--- config.mk ---
export PLATFORM = sky130hd
export DESIGN_NAME = mux_oc_port
export DESIGN_NICKNAME = d
export VERILOG_FILES = /design/src/rtl/mux_oc_pkg.sv /design/src/rtl/mux_oc_seq.sv /design/src/rtl/mux_oc_drive.sv /design/src/rtl/mux_oc_capture.sv /design/src/rtl/mux_oc_port.sv
export SDC_FILE = /design/constraint.sdc
export NUM_CORES = 1
export LEC_CHECK = 0
export ABC_AREA = 1
export ABC_CLOCK_PERIOD_IN_PS = 1180
export CAP_MARGIN = 5
export CORE_ASPECT_RATIO = 2
export CORE_MARGIN = 3
export CORE_UTILIZATION = 38
export DETAILED_ROUTE_END_ITERATION = 7
export DONT_BUFFER_PORTS = 1
export HOLD_SLACK_MARGIN = 0.03
export PLACE_DENSITY_LB_ADDON = 0.1
export SYNTH_ARGS = -nofsm -noshare
export SYNTH_HDL_FRONTEND = slang
export SYNTH_HIERARCHICAL = 1
export SYNTH_SLANG_ARGS = --single-unit
--- constraint.sdc ---
create_clock -name clk -period 1.18 [get_ports clk]
set_input_delay 0.059 -clock clk [delete_from_list [all_inputs] [get_ports clk]]
set_output_delay 0.059 -clock clk [all_outputs]
set_load 0.1 [all_outputs]
--- src/rtl/mux_oc_pkg.sv ---
package mux_oc_pkg;
   typedef enum logic [1:0] {
      PH_DRIVE  = 2'd0,
      PH_SETTLE = 2'd1,
      PH_SAMPLE = 2'd2,
      PH_HOLD   = 2'd3
   } ph_state_e;
endpackage

--- src/rtl/mux_oc_seq.sv ---
module mux_oc_seq
   import mux_oc_pkg::*;
#(
   parameter int CNT_W = 4
) (
   input  logic             clk,
   input  logic             rst_n,
   input  logic [CNT_W-1:0] settle_i,
   input  logic             single_i,
   output logic             mux_o,
   output logic             drive_o,
   output logic             sample_o
);
   localparam logic [CNT_W-1:0] CNT_ONE = {{(CNT_W-1){1'b0}}, 1'b1};

   ph_state_e        state_q;
   logic [CNT_W-1:0] cnt_q;
   logic             mux_q;

   always_ff @(posedge clk or negedge rst_n) begin
      if (!rst_n) begin
         state_q <= PH_DRIVE;
         cnt_q   <= '0;
         mux_q   <= 1'b0;
      end else begin
         case (state_q)
            PH_DRIVE: begin
               if (settle_i == '0) begin
                  state_q <= PH_SAMPLE;
               end else begin
                  cnt_q   <= settle_i;
                  state_q <= PH_SETTLE;
               end
            end
            PH_SETTLE: begin
               if (cnt_q <= CNT_ONE) state_q <= PH_SAMPLE;
               else                  cnt_q   <= cnt_q - CNT_ONE;
            end
            PH_SAMPLE: state_q <= PH_HOLD;
            default: begin
               mux_q   <= single_i ? 1'b0 : ~mux_q;
               state_q <= PH_DRIVE;
            end
         endcase
      end
   end

   assign mux_o    = mux_q;
   assign drive_o  = (state_q == PH_DRIVE);
   assign sample_o = (state_q == PH_SAMPLE);
endmodule

--- src/rtl/mux_oc_drive.sv ---
module mux_oc_drive #(
   parameter int WIDTH = 8
) (
   input  logic             clk,
   input  logic             rst_n,
   input  logic             drive_i,
   input  logic             mux_i,
   input  logic [WIDTH-1:0] out_lo_i,
   input  logic [WIDTH-1:0] out_hi_i,
   output logic [WIDTH-1:0] pad_pd_o
);
   logic [WIDTH-1:0] pd_q;

   always_ff @(posedge clk or negedge rst_n) begin
      if (!rst_n)       pd_q <= '0;
      else if (drive_i) pd_q <= mux_i ? out_hi_i : out_lo_i;
   end

   assign pad_pd_o = pd_q;
endmodule

--- src/rtl/mux_oc_capture.sv ---
module mux_oc_capture #(
   parameter int WIDTH = 8
) (
   input  logic             clk,
   input  logic             rst_n,
   input  logic             sample_i,
   input  logic             mux_i,
   input  logic             bidir_i,
   input  logic [WIDTH-1:0] port_pad_i,
   input  logic [WIDTH-1:0] in_pad_i,
   output logic [WIDTH-1:0] din_lo_o,
   output logic [WIDTH-1:0] din_hi_o,
   output logic [WIDTH-1:0] din_in_o
);
   logic [WIDTH-1:0] lo_q, hi_q, in_q;

   for (genvar b = 0; b < WIDTH; b++) begin : g_bit
      logic rd_port;
      assign rd_port = bidir_i & ~port_pad_i[b];

      always_ff @(posedge clk or negedge rst_n) begin
         if (!rst_n) begin
            lo_q[b] <= 1'b0;
            hi_q[b] <= 1'b0;
            in_q[b] <= 1'b0;
         end else if (sample_i) begin
            in_q[b] <= ~in_pad_i[b];
            if (mux_i) hi_q[b] <= rd_port;
            else       lo_q[b] <= rd_port;
         end
      end
   end

   assign din_lo_o = lo_q;
   assign din_hi_o = hi_q;
   assign din_in_o = in_q;
endmodule

--- src/rtl/mux_oc_port.sv ---
module mux_oc_port #(
   parameter int WIDTH = 8,
   parameter int CNT_W = 4
) (
   input  logic             clk,
   input  logic             rst_n,
   input  logic [WIDTH-1:0] out_lo_i,
   input  logic [WIDTH-1:0] out_hi_i,
   input  logic [WIDTH-1:0] port_pad_i,
   input  logic [WIDTH-1:0] in_pad_i,
   input  logic             cfg_bidir_i,
   input  logic             cfg_single_i,
   input  logic [CNT_W-1:0] settle_i,
   output logic [WIDTH-1:0] pad_pd_o,
   output logic             mux_o,
   output logic [WIDTH-1:0] din_lo_o,
   output logic [WIDTH-1:0] din_hi_o,
   output logic [WIDTH-1:0] din_in_o
);
   if (WIDTH < 1) begin : g_bad_width
      $error("mux_oc_port: WIDTH must be at least 1");
   end
   if (CNT_W < 1) begin : g_bad_cnt
      $error("mux_oc_port: CNT_W must be at least 1");
   end

   logic drive_w, sample_w, mux_w;

   mux_oc_seq #(.CNT_W(CNT_W)) i_seq (
      .clk(clk), .rst_n(rst_n), .settle_i(settle_i), .single_i(cfg_single_i),
      .mux_o(mux_w), .drive_o(drive_w), .sample_o(sample_w)
   );

   mux_oc_drive #(.WIDTH(WIDTH)) i_drive (
      .clk(clk), .rst_n(rst_n), .drive_i(drive_w), .mux_i(mux_w),
      .out_lo_i(out_lo_i), .out_hi_i(out_hi_i), .pad_pd_o(pad_pd_o)
   );

   mux_oc_capture #(.WIDTH(WIDTH)) i_cap (
      .clk(clk), .rst_n(rst_n), .sample_i(sample_w), .mux_i(mux_w),
      .bidir_i(cfg_bidir_i), .port_pad_i(port_pad_i), .in_pad_i(in_pad_i),
      .din_lo_o(din_lo_o), .din_hi_o(din_hi_o), .din_in_o(din_in_o)
   );

   assign mux_o = mux_w;
endmodule

==> run summary <==
==================================================================================================
Global Route Usage Sum                                                                       0.177
Endpoints failing setup                                                                          3
Maximum buffer depth of the clock tree                                                           2
Number of antenna-violating nets in the routed design                                            0
Filler instances                                                                               440
Min Tclk post-route                                                                        1200 ps
Wire length of the first global-routing pass                                               8.45 mm
Largest net degree at the start of global routing                                               40
Final Worst Setup Slack                                                                   -16.5 ps
WL final                                                                                   5.13 mm
Mapped Avg Cell Area                                                                     7.89 um^2
Achievable clock frequency                                                               0.836 GHz
Width of the die                                                                           56.6 um
Layout Area Growth over Synthesis                                                            55.6%
Netlist cell types                                                                              21
Most instantiated cells after synthesis                                               sky130_fd_sc_hd__nand2_1 (112), sky130_fd_sc_hd__dfrtp_1 (39), sky130_fd_sc_hd__inv_1 (22)
Fraction of layout cells with a size suffix above 1                                          0.289
Nets in the synthesized netlist                                                                294
Initial core utilization                                                                     0.397
Reported max-cap violation count                                                                 0
Arrival time at the worst endpoint                                                         1380 ps
Routed via count divided by cell count                                                        4.61
Violation count after the first detailed-route iteration                                        59
Remaining global-route overflow                                                                  0
Number of vias after detailed routing                                                        1,841
Drt wl/cell                                                                                12.9 um
Antenna violations before repair                                                                 0
CORE AREA                                                                                4910 um^2
Dpl cells                                                                                      341
Setup CP Type                                                                         flip-flop to flip-flop
Ant diodes                                                                                       0
Final cell area excluding filler cells                                                   3030 um^2
Startpoint of the most critical hold path                                              settle_i[3]
Post-synth EDFFs                                                                                 0
Startpoint class of the critical path                                                    flip-flop
Area fraction of the dominant cell type after synthesis                                      0.501
Portion of the clock cycle consumed by the worst path in the final layout                     1.01
Clock transition time at the flip-flop clock pins of the worst setup and hold paths          70 ps
CTS sink cnt                                                                                    39
Vertical die dimension                                                                      107 um
Cells after Synth                                                                              247
Slew HR                                                                                      0.811
Post-place setup slack                                                                    -96.9 ps
Cell Area, Placed                                                                        2320 um^2
Warnings from Yosys                                                                              6
Count of unresolved DRC violations after routing                                                 0
Maximum fanout encountered on the critical timing path                                           7
Number of placed I/O pins                                                                       73
Share of the yosys chip area belonging to registers                                          0.501
Input/output buffers                                                                             0
Hold Violations, Final                                                                           0
First element of the critical path                                                    i_seq/state_q[0]
Top flip-flop cell by instance count after synthesis                                  sky130_fd_sc_hd__dfrtp_1
Measured slew at the worst slew-check pin                                                   286 ps
Proportion of register bits with asynchronous set or reset after synthesis                    1.00
Cell type contributing the most total cell area after synthesis                       sky130_fd_sc_hd__dfrtp_1
Net count, final                                                                               388
Num rows                                                                                        36
Reg2reg start                                                                         i_seq/state_q[0]
Synth area leaders                                                                    sky130_fd_sc_hd__dfrtp_1 (50%), sky130_fd_sc_hd__nand2_1 (22%), sky130_fd_sc_hd__ha_1 (4.5%)
Post-Layout Cell Count                                                                         399
Insertion delay of the later-clocked pin in the worst-skew pair                             290 ps
Die footprint                                                                            6080 um^2
Cells on Worst Hold Path                                                                         5
Violations in the final reports                                                       negative setup slack
TritonCTS Buffers                                                                                5
TritonCTS clock tree                                                                         built
Half-perimeter wire length after detailed placement                                        3.49 mm
Worst EP required                                                                          1360 ps
H-tree level count                                                                               2
Hold crit path type                                                                   input port to flip-flop
Final clock skew                                                                           7.60 ps
Root cell of the clock tree                                                           sky130_fd_sc_hd__clkbuf_8
Placer Congestion                                                                            0.777
Initial DRT Pass Iterations                                                                      4
CP endpoint kind                                                                         flip-flop
Unrepaired setup endpoints after global routing                                               true
Most numerous cell in the Yosys netlist                                               sky130_fd_sc_hd__nand2_1
Outcome                                                                               finished with violations
FF+latch count, synth                                                                           39
Via count of the first global-routing pass                                                   1,895
Number of slew-limit violations in the final report                                              0
Summed instance area of the synthesized netlist                                          1950 um^2
Number of cells on the worst reg-to-reg path                                                     8
==================================================================================================
==> path summary, 6_finish.rpt <==
check	endpoint	slack, ps
hold reg to reg	i_cap/din_hi_o[2]	480
setup reg to reg	i_seq/cnt_q[3]	-20
hold / removal	i_seq/state_q[1]	110
setup / recovery	i_seq/cnt_q[3]	-20
max in group asynchronous	i_seq/mux_o	730
min in group asynchronous	i_drive/pad_pd_o[1]	220
==> flip-flops by register name, indices dropped and copies added, names as in the netlist <==
register / count
i_cap/din_hi_o: 8
i_cap/din_in_o: 8
i_cap/din_lo_o: 8
i_drive/pad_pd_o: 8
i_seq/cnt_q: 4
i_seq/mux_o: 1
i_seq/state_q: 2
==> area by class of cell <==
type	count	area (um^2)	area share
clock buffers	6	82.6	0.0272
repair buffers	91	845	0.278
multi-input cells	170	873	0.288
clock inverters	2	35.0	0.0116
well taps	57	71.3	0.0235
flip-flops and latches	39	981	0.323
inverters	34	145	0.0479
==> worst max-delay path, cell delays in order, from the launching register on <==
cell and delay, ps:
sky130_fd_sc_hd__dfrtp_2 410, sky130_fd_sc_hd__buf_6 130, sky130_fd_sc_hd__ha_4 180, sky130_fd_sc_hd__inv_4 80, sky130_fd_sc_hd__nand2_4 50, sky130_fd_sc_hd__nand3_4 80, sky130_fd_sc_hd__inv_2 50, sky130_fd_sc_hd__nand2_1 60
sky130_fd_sc_hd__nand2_1 40
==> per-stage QoR <==
step	hold slack (ps)	utilization	setup TNS, ps
6_report	109	0.618	-39.6
5_1_grt	166	0.618	-873
4_1_cts	103	0.604	-87.1
3_5_place_dp	-235	0.472	-1630
3_3_place_gp	-236	0.472	-989
2_1_floorplan	-237	-	-48.0
==> cell usage in the layout (no fill, tap or decap), types with 4 or more instances in the layout <==
| cell | count |
|---|---|
| sky130_fd_sc_hd__dfrtp_1 | 37 |
| sky130_fd_sc_hd__dlygate4sd3_1 | 38 |
| sky130_fd_sc_hd__nand3_1 | 13 |
| sky130_fd_sc_hd__buf_4 | 46 |
| sky130_fd_sc_hd__clkbuf_8 | 6 |
| sky130_fd_sc_hd__nand2_2 | 6 |
| sky130_fd_sc_hd__ha_4 | 4 |
| sky130_fd_sc_hd__nor2_1 | 9 |
| sky130_fd_sc_hd__inv_1 | 18 |
| sky130_fd_sc_hd__o21ai_1 | 5 |
| sky130_fd_sc_hd__inv_2 | 11 |
| sky130_fd_sc_hd__nand2_1 | 109 |
| sky130_fd_sc_hd__o21ai_0 | 8 |
==> kinds of logic (layout without fill, tap and decap cells) <==
logic type	count (synthesis)	after routing	share of synthesized area
buf+inv	38	133	0.0892
flops	39	39	0.501
compound gates	15	15	0.0385
fa+ha+maj	7	7	0.0449
simple gates	148	148	0.327
==> per-layer routing <==
layer | GRT usage | share of wire
met1 | 0.184 | 0.36
met2 | 0.331 | 0.57
met3 | 0.0336 | 0.054
met4 | 0.0815 | 0.019
met5 | 0 | 0
==> timing repair <==
action / in CTS / in global routing
hold endpoints to repair: 76 / 0
gates resized for setup: 15 / 10
endpoints found under the setup margin: 37 / 34
gates cloned: 0 / 1
pin swaps: 4 / 3
hold buffers: 39 / 0
setup buffers: 8 / 2
Power is not shown: default switching activity piles up to over one toggle a cycle in this logic, so the estimate is an artifact.
